<file path="config.mk">
export PLATFORM = sky130hd
export DESIGN_NAME = dual_read_master
export DESIGN_NICKNAME = d
export VERILOG_FILES = /design/src/rtl/dr_pkg.sv /design/src/rtl/dr_rst_sync.sv /design/src/rtl/dr_sck_gen.sv /design/src/rtl/dr_cmd_shift.sv /design/src/rtl/dr_byte_asm.sv /design/src/rtl/dual_read_master.sv
export SDC_FILE = /design/constraint.sdc
export NUM_CORES = 1
export LEC_CHECK = 0
export CORE_MARGIN = 2
export CORE_UTILIZATION = 55
export DETAILED_ROUTE_END_ITERATION = 10
export PLACE_DENSITY = 0.8
export SLEW_MARGIN = 25
export SYNTH_ARGS = -nofsm -noshare
export SYNTH_HDL_FRONTEND = slang
export SYNTH_SLANG_ARGS = --single-unit
</file>
<file path="constraint.sdc">
create_clock -name clk -period 3.82 [get_ports clk]
set_clock_uncertainty 0.2 [all_clocks]
set_input_delay 0.764 -clock clk [delete_from_list [all_inputs] [get_ports clk]]
set_output_delay 0.764 -clock clk [all_outputs]
set_load 0.05 [all_outputs]
</file>
<file path="src/rtl/dr_pkg.sv">
package dr_pkg;
  localparam int unsigned CMD_BITS   = 40;
  localparam logic [7:0]  RD_DUAL_OP = 8'h3B;
  localparam int unsigned PAIRS_PER_BYTE = 4;

  typedef enum logic [2:0] {
    ST_IDLE,
    ST_CMD,
    ST_DATA,
    ST_TAIL,
    ST_DESEL
  } dr_state_e;
endpackage

</file>
<file path="src/rtl/dr_rst_sync.sv">
module dr_rst_sync (
  input  logic clk,
  input  logic arst_n,
  output logic srst_n
);
  logic [1:0] sync_q;

  always_ff @(posedge clk or negedge arst_n) begin
    if (!arst_n) sync_q <= '0;
    else         sync_q <= {sync_q[0], 1'b1};
  end

  assign srst_n = sync_q[1];
endmodule

</file>
<file path="src/rtl/dr_sck_gen.sv">
module dr_sck_gen #(
  parameter int DIV_W = 8
) (
  input  logic             clk,
  input  logic             rst_n,
  input  logic             clr,
  input  logic             en,
  input  logic [DIV_W-1:0] div,
  output logic             sck,
  output logic             rise,
  output logic             fall
);
  logic [DIV_W-1:0] cnt_q, cnt_n;
  logic             sck_n;
  logic             tick;

  always_comb begin
    tick  = en && !clr && (cnt_q == div - 1'b1);
    rise  = tick && !sck;
    fall  = tick &&  sck;
    cnt_n = cnt_q;
    sck_n = sck;
    if (clr) begin
      cnt_n = '0;
      sck_n = 1'b0;
    end else if (!en) begin
      cnt_n = '0;
    end else if (tick) begin
      cnt_n = '0;
      sck_n = !sck;
    end else begin
      cnt_n = cnt_q + 1'b1;
    end
  end

  always_ff @(posedge clk or negedge rst_n) begin
    if (!rst_n) begin
      cnt_q <= '0;
      sck   <= 1'b0;
    end else begin
      cnt_q <= cnt_n;
      sck   <= sck_n;
    end
  end

  AST_SCK_CLR_LOW: assert property (@(posedge clk) disable iff (!rst_n)
    clr |=> !sck);
  AST_SCK_FROZEN: assert property (@(posedge clk) disable iff (!rst_n)
    (!en && !clr) |=> $stable(sck));
endmodule

</file>
<file path="src/rtl/dr_cmd_shift.sv">
module dr_cmd_shift
  import dr_pkg::*;
(
  input  logic        clk,
  input  logic        rst_n,
  input  logic        load,
  input  logic [23:0] addr,
  input  logic        clr,
  input  logic        rise,
  input  logic        fall,
  output logic        dq0_o,
  output logic        dq0_oe,
  output logic        last_rise
);
  localparam int CNT_W = $clog2(CMD_BITS + 1);
  localparam logic [CNT_W-1:0] CNT_END = CNT_W'(CMD_BITS);
  localparam logic [CNT_W-1:0] CNT_LST = CNT_W'(CMD_BITS - 1);

  logic [CMD_BITS-1:0] sr_q, sr_n;
  logic [CNT_W-1:0]    cnt_q, cnt_n;
  logic                oe_q, oe_n;
  logic                active;

  assign active    = oe_q && (cnt_q != CNT_END);
  assign last_rise = rise && active && (cnt_q == CNT_LST);
  assign dq0_o     = sr_q[CMD_BITS-1];
  assign dq0_oe    = oe_q;

  always_comb begin
    sr_n  = sr_q;
    cnt_n = cnt_q;
    oe_n  = oe_q;
    if (load) begin
      sr_n  = {RD_DUAL_OP, addr, 8'h00};
      cnt_n = '0;
      oe_n  = 1'b1;
    end else if (clr) begin
      cnt_n = '0;
      oe_n  = 1'b0;
    end else begin
      if (rise && active) cnt_n = cnt_q + 1'b1;
      if (fall && oe_q) begin
        if (cnt_q == CNT_END) oe_n = 1'b0;
        else                  sr_n = {sr_q[CMD_BITS-2:0], 1'b0};
      end
    end
  end

  always_ff @(posedge clk or negedge rst_n) begin
    if (!rst_n) begin
      sr_q  <= '0;
      cnt_q <= '0;
      oe_q  <= 1'b0;
    end else begin
      sr_q  <= sr_n;
      cnt_q <= cnt_n;
      oe_q  <= oe_n;
    end
  end

  AST_DQ_MOVES_ON_FALL: assert property (@(posedge clk) disable iff (!rst_n)
    (!fall && !load) |=> $stable(dq0_o));
endmodule

</file>
<file path="src/rtl/dr_byte_asm.sv">
module dr_byte_asm
  import dr_pkg::*;
(
  input  logic       clk,
  input  logic       rst_n,
  input  logic       clr,
  input  logic       sample,
  input  logic       hi_bit,
  input  logic       lo_bit,
  input  logic       out_ready,
  output logic       out_valid,
  output logic [7:0] out_data,
  output logic       byte_done
);
  localparam int PW = $clog2(PAIRS_PER_BYTE);
  localparam logic [PW-1:0] PAIR_LAST = PW'(PAIRS_PER_BYTE - 1);

  logic [5:0]    sh_q, sh_n;
  logic [PW-1:0] pair_q, pair_n;
  logic          valid_n;
  logic [7:0]    data_n;

  assign byte_done = sample && (pair_q == PAIR_LAST);

  always_comb begin
    sh_n    = sh_q;
    pair_n  = pair_q;
    valid_n = out_valid;
    data_n  = out_data;
    if (clr) begin
      pair_n = '0;
    end else if (sample) begin
      sh_n   = {sh_q[3:0], hi_bit, lo_bit};
      pair_n = pair_q + 1'b1;
    end
    if (byte_done && !clr) begin
      valid_n = 1'b1;
      data_n  = {sh_q, hi_bit, lo_bit};
    end else if (out_ready) begin
      valid_n = 1'b0;
    end
  end

  always_ff @(posedge clk or negedge rst_n) begin
    if (!rst_n) begin
      sh_q      <= '0;
      pair_q    <= '0;
      out_valid <= 1'b0;
      out_data  <= '0;
    end else begin
      sh_q      <= sh_n;
      pair_q    <= pair_n;
      out_valid <= valid_n;
      out_data  <= data_n;
    end
  end

  AST_HOLD_BYTE: assert property (@(posedge clk) disable iff (!rst_n)
    (out_valid && !out_ready) |=> (out_valid && $stable(out_data)));
endmodule

</file>
<file path="src/rtl/dual_read_master.sv">
module dual_read_master
  import dr_pkg::*;
#(
  parameter int DIV_W     = 8,
  parameter int LEN_W     = 16,
  parameter int DESEL_CYC = 2
) (
  input  logic             clk,
  input  logic             rst_n,
  input  logic [DIV_W-1:0] sck_div,
  input  logic             req_valid,
  output logic             req_ready,
  input  logic [23:0]      req_addr,
  input  logic [LEN_W-1:0] req_len,
  input  logic             abort,
  output logic             done,
  output logic             cs_n,
  output logic             sck,
  output logic             dq0_o,
  output logic             dq0_oe,
  input  logic             dq0_i,
  input  logic             dq1_i,
  output logic             out_valid,
  output logic [7:0]       out_data,
  input  logic             out_ready
);
  localparam int DW = $clog2(DESEL_CYC + 1);
  localparam logic [DW-1:0] DESEL_LAST = DW'(DESEL_CYC - 1);

  logic             rst_q_n;
  dr_state_e        state_q, state_n;
  logic [LEN_W-1:0] left_q, left_n;
  logic [DIV_W-1:0] div_q, div_n;
  logic [DW-1:0]    dsl_q, dsl_n;
  logic             cs_n_n, done_n;
  logic             accept, in_xfer, kill, stall, gen_en, sample;
  logic             rise, fall, last_rise, byte_done;

  dr_rst_sync u_rst (
    .clk    (clk),
    .arst_n (rst_n),
    .srst_n (rst_q_n)
  );

  assign req_ready = (state_q == ST_IDLE);
  assign accept    = req_valid && req_ready;
  assign in_xfer   = (state_q == ST_CMD) || (state_q == ST_DATA) || (state_q == ST_TAIL);
  assign kill      = abort && in_xfer;
  assign stall     = !sck && out_valid && !out_ready;
  assign gen_en    = (((state_q == ST_CMD) || (state_q == ST_DATA)) && !stall)
                     || (state_q == ST_TAIL);
  assign sample    = rise && (state_q == ST_DATA);

  dr_sck_gen #(.DIV_W(DIV_W)) u_sck (
    .clk   (clk),
    .rst_n (rst_q_n),
    .clr   (kill),
    .en    (gen_en),
    .div   (div_q),
    .sck   (sck),
    .rise  (rise),
    .fall  (fall)
  );

  dr_cmd_shift u_cmd (
    .clk       (clk),
    .rst_n     (rst_q_n),
    .load      (accept),
    .addr      (req_addr),
    .clr       (kill),
    .rise      (rise),
    .fall      (fall),
    .dq0_o     (dq0_o),
    .dq0_oe    (dq0_oe),
    .last_rise (last_rise)
  );

  dr_byte_asm u_asm (
    .clk       (clk),
    .rst_n     (rst_q_n),
    .clr       (accept || kill),
    .sample    (sample),
    .hi_bit    (dq1_i),
    .lo_bit    (dq0_i),
    .out_ready (out_ready),
    .out_valid (out_valid),
    .out_data  (out_data),
    .byte_done (byte_done)
  );

  always_comb begin
    state_n = state_q;
    left_n  = left_q;
    div_n   = div_q;
    dsl_n   = '0;
    done_n  = 1'b0;
    case (state_q)
      ST_IDLE: begin
        if (accept) begin
          state_n = ST_CMD;
          left_n  = req_len;
          div_n   = sck_div;
        end
      end
      ST_CMD: begin
        if (kill)           state_n = ST_DESEL;
        else if (last_rise) state_n = ST_DATA;
      end
      ST_DATA: begin
        if (kill) begin
          state_n = ST_DESEL;
        end else if (byte_done) begin
          left_n = left_q - 1'b1;
          if (left_q == LEN_W'(1)) state_n = ST_TAIL;
        end
      end
      ST_TAIL: begin
        if (kill) begin
          state_n = ST_DESEL;
        end else if (fall) begin
          state_n = ST_DESEL;
          done_n  = 1'b1;
        end
      end
      ST_DESEL: begin
        dsl_n = dsl_q + 1'b1;
        if (dsl_q == DESEL_LAST) begin
          state_n = ST_IDLE;
          dsl_n   = '0;
        end
      end
      default: state_n = ST_IDLE;
    endcase
    cs_n_n = !((state_n == ST_CMD) || (state_n == ST_DATA) || (state_n == ST_TAIL));
  end

  always_ff @(posedge clk or negedge rst_q_n) begin
    if (!rst_q_n) begin
      state_q <= ST_IDLE;
      left_q  <= '0;
      div_q   <= '0;
      dsl_q   <= '0;
      cs_n    <= 1'b1;
      done    <= 1'b0;
    end else begin
      state_q <= state_n;
      left_q  <= left_n;
      div_q   <= div_n;
      dsl_q   <= dsl_n;
      cs_n    <= cs_n_n;
      done    <= done_n;
    end
  end

  AST_IDLE_QUIET: assert property (@(posedge clk) disable iff (!rst_q_n)
    cs_n |-> (!sck && !dq0_oe));
  AST_REQ_LEGAL: assert property (@(posedge clk) disable iff (!rst_q_n)
    req_valid |-> ((req_len != '0) && (sck_div != '0)));
  AST_NO_RISE_IN_STALL: assert property (@(posedge clk) disable iff (!rst_q_n)
    (out_valid && !out_ready && !sck) |=> !sck);
  AST_DONE_WITH_CS: assert property (@(posedge clk) disable iff (!rst_q_n)
    done |-> cs_n);
  AST_DONE_PULSE: assert property (@(posedge clk) disable iff (!rst_q_n)
    done |=> !done);
  AST_DESEL_MIN: assert property (@(posedge clk) disable iff (!rst_q_n)
    $fell(cs_n) |-> ($past(cs_n, 1) && $past(cs_n, 2)));
  AST_ABORT_STOP: assert property (@(posedge clk) disable iff (!rst_q_n)
    (abort && !cs_n) |=> (cs_n && !sck && !dq0_oe && !done));
  AST_BUSY_NOT_READY: assert property (@(posedge clk) disable iff (!rst_q_n)
    (req_valid && req_ready) |=> !req_ready);
endmodule

</file>
==> impl_metrics.env, run 1 <==
export IMPL_ant_nets=0
export IMPL_clkLatencyLatePin_ns=0.37
export IMPL_combPwrFrac_pct=35.0
export IMPL_routed_wl_mm=12.0
export IMPL_finish_net_count=629
export IMPL_track_usage_pct=25.2
export IMPL_ys_seq_elements=98
export IMPL_crit_chain="nor4_4 -> nand3_1 -> a2111o_1 -> or4_1 -> buf_4 -> nand2_1 -> a222oi_1"
export IMPL_slew_headroom_pct=36.1
export IMPL_num_io_pins=70
export IMPL_pwr_density_cell_nw_per_um2=587
export IMPL_critPathKind="register to register"
export IMPL_coreArea_sq_um=8760
export IMPL_layout_min_cycle_time_ns=3.15
export IMPL_final_design_area_no_fill_sq_um=6000
export IMPL_grt_setup_unrepaired="false"
export IMPL_die_y_um=99.2
export IMPL_avgViaCountPerCell=6.15
export IMPL_synth_common_cells="97 x dfrtp_1, 50 x nor2_1, 41 x nand2_1"
export IMPL_netlist_area_sq_um=4980
export IMPL_cts_tree="yes"
export IMPL_p_leak_nw=2.62
export IMPL_r2r_start="div_q[2]"
export IMPL_start_util_pct=56.8
export IMPL_p_seq_share_pct=46.0
export IMPL_grt_max_degree=75
export IMPL_worstReg2RegEnd="left_q[10]"
export IMPL_status="finished, final reports clean"
export IMPL_startpoint_type="register"
export IMPL_grt_overflow=0
export IMPL_syn_area_per_cell_sq_um=9.92
export IMPL_ctsHoldBuffers=0
export IMPL_drv_cap=0
export IMPL_switching_share_pct=38.8
export IMPL_cts_root_buf="clkbuf_8"
export IMPL_fin_tns_setup_ns=0
export IMPL_antenna_cells=0
export IMPL_reg2reg_depth=7
export IMPL_die_w_um=99.2
export IMPL_tightest_slew_ns=0.949
export IMPL_register_area_sq_um=2460
export IMPL_cts_resized=0
export IMPL_p_sw_mw=1.37
export IMPL_synth_area_leaders="dfrtp_1 49%, a221o_1 4.4%, and3_1 4.0%"
export IMPL_post_cts_buffers=0
export IMPL_intPower_mw=2.16
export IMPL_slew_violations=0
export IMPL_antenna_found_initial=0
export IMPL_hold_path_class="register to async pin"
export IMPL_vias=4179
export IMPL_cts_num_sinks=98
export IMPL_synth_top_area_cell="dfrtp_1"
export IMPL_synthFlopType="dfrtp_1"
export IMPL_place_gp_congestion=0.881
export IMPL_htreeDepth=3
export IMPL_drive_above_1_share_pct=11.0
export IMPL_fin_hold_ws_ns=0.0342
export IMPL_synth_top_area_share_pct=48.7
export IMPL_port_buffers=69
export IMPL_peakVddDrop_uv=276
export IMPL_grt_pass1_wl_mm=20.2
export IMPL_critPathCaptureType="register"
export IMPL_area_delta_synth_final_pct=20.5
export IMPL_synthArstFlopShare_pct=100
export IMPL_clk_pin_slew_ns=0.10
export IMPL_dp_hpwl_mm=8.15
export IMPL_synth_cells=502
export IMPL_syn_num_nets=564
export IMPL_synth_edf_count=0
export IMPL_rows=34
export IMPL_yosysMostFrequentCell="dfrtp_1"
export IMPL_critPathRequiredTime_ns=3.86
export IMPL_fmax_mhz=318
export IMPL_clock_path_buffers=2
export IMPL_startpoint="div_q[2]"
export IMPL_fillerInstances=711
export IMPL_grt_pass1_vias=4185
export IMPL_crit_slowest_cell="a2111o_1"
export IMPL_crit_end="left_q[10]"
export IMPL_yosysWarnings=0
export IMPL_setup_violations=0
export IMPL_drt_pass1_iterations=5
export IMPL_p_clk_share_pct=19.0
export IMPL_die_area_sq_um=9830
export IMPL_cp_max_fo=26
export IMPL_dpl_cell_area_sq_um=5780
export IMPL_synth_cell_types=59
export IMPL_drtIter0Drc=251
export IMPL_multiInputGateArea_sq_um=2360
export IMPL_fin_crit_sh_pct=82.3
export IMPL_hold_violations=0
export IMPL_r2r_setup_slack_ns=0.67
export IMPL_yosysSeqAreaShare_pct=49.3
export IMPL_worstPathArrival_ns=3.18
export IMPL_cpPeakStageDelay_ns=0.50
export IMPL_cts_buffers=9
export IMPL_wl_per_cell_um=17.6
export IMPL_drc=0
## per-stage QoR
| stage | power (mW) | setup WS [ns] | std cells | util (%) |
|---|---|---|---|---|
| global placement | 2.78 | 0.763 | 663 | 66.0 |
| global route | 3.74 | 0.561 | 680 | 68.5 |
| detailed placement | 2.83 | 0.609 | 663 | 66.0 |
| finish | 3.52 | 0.674 | 680 | 68.5 |
| floorplan | 2.45 | 0.690 | 502 | - |
| CTS | 3.51 | 0.699 | 679 | 68.2 |
## how the worst min path moves through the flow
stage / slack (ns) / end / from / cells after the start
floorplan: 0.13 / u_rst.sync_q[1] / u_rst.sync_q[0] / 0
global placement: 0.14 / u_rst.sync_q[1] / u_rst.sync_q[0] / 0
detailed placement: 0.14 / u_rst.sync_q[1] / u_rst.sync_q[0] / 0
CTS: 0.17 / u_rst.sync_q[1] / u_rst.sync_q[0] / 0
global route: 0.07 / u_cmd.sr_q[12] / u_rst.sync_q[1] / 0
finish: 0.03 / u_cmd.sr_q[9] / u_rst.sync_q[1] / 0
## registers in the layout, indices dropped and copies added, names as in the netlist, 2 cells and up
register	flops
u_cmd.cnt_q	6
u_rst.sync_q	2
u_asm.sh_q	6
div_q	8
dsl_q	2
u_sck.cnt_q	8
state_q	3
u_asm.pair_q	2
u_cmd.sr_q	32
left_q	16
u_asm.out_data	8
## cells by family (layout without fill, tap and decap cells)
logic type | Yosys count | count (layout) | synth area share (%)
AO/OA/AOI/OAI | 115 | 115 | 17.3
XOR/XNOR | 16 | 16 | 2.81
adder cells (fa/ha/maj) | 7 | 7 | 1.76
buffers and inverters | 41 | 111 | 3.64
flip-flops | 98 | 98 | 49.3
multiplexers | 18 | 18 | 4.19
other | 1 | 1 | 0.0753
AND/OR/NAND/NOR | 206 | 206 | 21.0
## power by group through the flow
stage | logic [mW] | registers, mW | clock network [mW]
2_1_floorplan | 0.883 | 1.57 | 0
3_3_place_gp | 1.16 | 1.62 | 0
3_5_place_dp | 1.20 | 1.63 | 0
4_1_cts | 1.21 | 1.62 | 0.680
5_1_grt | 1.36 | 1.66 | 0.718
6_report | 1.23 | 1.62 | 0.670
## layout by cell type, fill, tap and decap left out, drive strengths merged, types with 3 or more instances in the layout
| cell | instances |
|---|---|
| nand4 | 6 |
| mux2 | 14 |
| a21oi | 25 |
| a221o | 22 |
| xnor2 | 3 |
| o21ai | 23 |
| a221oi | 7 |
| clkdlybuf4s50 | 68 |
| and2 | 4 |
| o22ai | 4 |
| or2 | 3 |
| mux2i | 4 |
| clkbuf | 9 |
| nand2 | 41 |
| ha | 7 |
| nor2 | 50 |
| dfrtp | 97 |
| clkinv | 3 |
| a21o | 3 |
| nand3 | 24 |
| buf | 15 |
| nor3b | 3 |
| nor3 | 23 |
| o22a | 5 |
| o211ai | 3 |
| or3 | 4 |
| xor2 | 13 |
| and3 | 32 |
| nor4 | 7 |
| inv | 13 |
| a31oi | 7 |
## metal layers
metal | global-route usage, % | routed length (um) | vias up
met4 | 7.06 | 176 | 0
met3 | 4.92 | 751 | 22
met2 | 40.9 | 5700 | 148
li1 | - | - | 1981
met5 | 0 | 0 | -
met1 | 34.9 | 5330 | 2028
## cell type report
class                           count  share of cell area, %
Inverter                           12                  0.751
Clock inverter                      7                   1.15
Clock buffer                        9                   2.06
Timing Repair Buffer               83                   13.6
Multi-Input combinational cell    363                   39.3
Tap cell                          108                   2.25
Sequential cell                    98                   41.0
## worst max-delay path: cells and delay by family, from the launching register on
kind | cells | cell delay, ns
AO/OA/AOI/OAI | 2 | 0.66
buffers and inverters | 1 | 0.26
flip-flops | 1 | 0.49
AND/OR/NAND/NOR | 4 | 1.40
No activity file was read; power rests on OpenSTA's default activity.
==> run 2: changes to the inputs <==
- clock period: 3.82 -> 3.2 ns (I/O delays scaled with it)
==> impl_metrics.env, run 2 (synthesis results as in run 1) <==
export IMPL_grt_setup_unrepaired="false"
export IMPL_start_util_pct=56.8
export IMPL_fin_hold_ws_ns=0.170
export IMPL_p_seq_share_pct=45.7
export IMPL_drc=0
export IMPL_ctsHoldBuffers=0
export IMPL_startpoint_type="register"
export IMPL_htreeDepth=3
export IMPL_fmax_mhz=332
export IMPL_critPathCaptureType="register"
export IMPL_r2r_start="div_q[0]"
export IMPL_grt_max_degree=97
export IMPL_drtIter0Drc=289
export IMPL_ant_nets=0
export IMPL_multiInputGateArea_sq_um=2360
export IMPL_fillerInstances=705
export IMPL_combPwrFrac_pct=35.5
export IMPL_cts_tree="yes"
export IMPL_dp_hpwl_mm=8.11
export IMPL_drive_above_1_share_pct=11.1
export IMPL_layout_common_cells="96 x dfrtp_1, 68 x clkdlybuf4s50_1, 50 x nor2_1"
export IMPL_drv_cap=0
export IMPL_track_usage_pct=24.6
export IMPL_layout_min_cycle_time_ns=3.01
export IMPL_drt_pass1_iterations=5
export IMPL_switching_share_pct=38.3
export IMPL_rows=34
export IMPL_place_inst=667
export IMPL_critPathKind="register to register"
export IMPL_wl_per_cell_um=17.2
export IMPL_clock_path_buffers=2
export IMPL_avgViaCountPerCell=6.21
export IMPL_port_buffers=69
export IMPL_routed_wl_mm=11.7
export IMPL_startpoint="div_q[0]"
export IMPL_die_w_um=99.2
export IMPL_finalPower_mw=4.20
export IMPL_clkLatencyLatePin_ns=0.36
export IMPL_p_clk_share_pct=18.7
export IMPL_slew_violations=0
export IMPL_area_delta_synth_final_pct=21.0
export IMPL_fin_crit_sh_pct=94.0
export IMPL_place_gp_congestion=0.886
export IMPL_status="finished, final reports clean"
export IMPL_finish_net_count=632
export IMPL_hold_path_class="register to async pin"
export IMPL_worstPathArrival_ns=3.04
export IMPL_grt_overflow=0
export IMPL_cts_num_sinks=98
export IMPL_antenna_found_initial=0
export IMPL_p_sw_mw=1.61
export IMPL_grt_pass1_wl_mm=19.8
export IMPL_die_area_sq_um=9830
export IMPL_coreArea_sq_um=8760
export IMPL_clk_pin_slew_ns=0.09
export IMPL_cp_max_fo=11
export IMPL_tightest_slew_ns=0.548
export IMPL_setup_violations=0
export IMPL_antenna_cells=0
export IMPL_grt_pass1_vias=4212
export IMPL_p_leak_nw=2.63
export IMPL_cts_root_buf="clkbuf_8"
export IMPL_regMostFlops="u_cmd.sr_q"
export IMPL_peakVddDrop_uv=369
export IMPL_setup_ws_ns=0.191
export IMPL_register_area_sq_um=2460
export IMPL_vias=4242
export IMPL_critPathRequiredTime_ns=3.23
export IMPL_die_y_um=99.2
export IMPL_cts_buffers=9
export IMPL_fin_tns_setup_ns=0
export IMPL_fin_cells=683
export IMPL_final_common_cell="dfrtp_1"
export IMPL_hold_violations=0
export IMPL_post_place_ws_ns=0.232
export IMPL_pwr_density_cell_nw_per_um2=697
export IMPL_num_io_pins=70
export IMPL_largest_reg_flops=32
export IMPL_intPower_mw=2.60
export IMPL_reg_largest_list="u_cmd.sr_q (32), left_q (16)"
export IMPL_slew_headroom_pct=63.5
[run 2: cell count changes in the layout (fill, tap and decap cells not counted), sizes merged]
cell and delta:
clkbuf +3, inv -1, clkinv -2, buf +3
[run 2: through the flow]
step | area [sq um] | util, %
floorplan | 4980 | -
global placement | 5840 | 66.6
detailed placement | 5840 | 66.6
CTS | 6020 | 68.7
global route | 6030 | 68.8
finish | 6030 | 68.8
[run 2: layout make-up]
class,instances,share of cell area [%]
tap,108,2.24
multi-input combinational,363,39.2
clock buffer,12,2.24
clock inverter,4,0.892
sequential,98,40.8
timing repair buffer,86,13.9
inverter,12,0.747
[run 2: power groups by stage]
stage	Clock [mW]	Combinational, mW	Sequential [mW]
2_1_floorplan	0	1.05	1.87
3_3_place_gp	0	1.42	1.91
3_5_place_dp	0	1.47	1.93
4_1_cts	0.806	1.48	1.92
5_1_grt	0.851	1.65	1.97
6_report	0.787	1.49	1.92
[run 2: path summary, 6_finish.rpt]
check / endpoint / slack, ns / depth (start not counted)
worst max-delay path: left_q[1] / 0.19 / 9
worst min-delay path: u_cmd.sr_q[37] / 0.17 / 1
worst max register to register: left_q[1] / 0.19 / 9
worst min register to register: u_cmd.sr_q[37] / 0.17 / 1
max in group asynchronous: u_asm.out_valid / 2.23 / 1
min in group clk: u_rst.sync_q[1] / 0.17 / 0
[run 2: timing repair]
item,4_1_cts,5_1_grt
setup endpoints to repair,0,10
gates resized for setup,0,1
setup buffers,0,0
[run 2: metal layers]
metal,part of all wire (%),global-route usage (%),vias up,wire length (um)
met1,45,34.1,2066,5240
met3,5.7,5.13,25,673
met2,48,39.3,162,5640
li1,-,-,1989,-
met4,1.6,8.11,0,190
met5,0,0,-,0
[run 2: worst max-delay path, cell delays in order, from the launching register on]
cell      delay [ns]
dfrtp_1         0.43
inv_1           0.07
ha_1            0.27
xor2_1          0.17
o21ai_0         0.30
o22ai_1         0.23
or4_1           0.66
buf_4           0.24
a221oi_2        0.24
a21oi_1         0.06
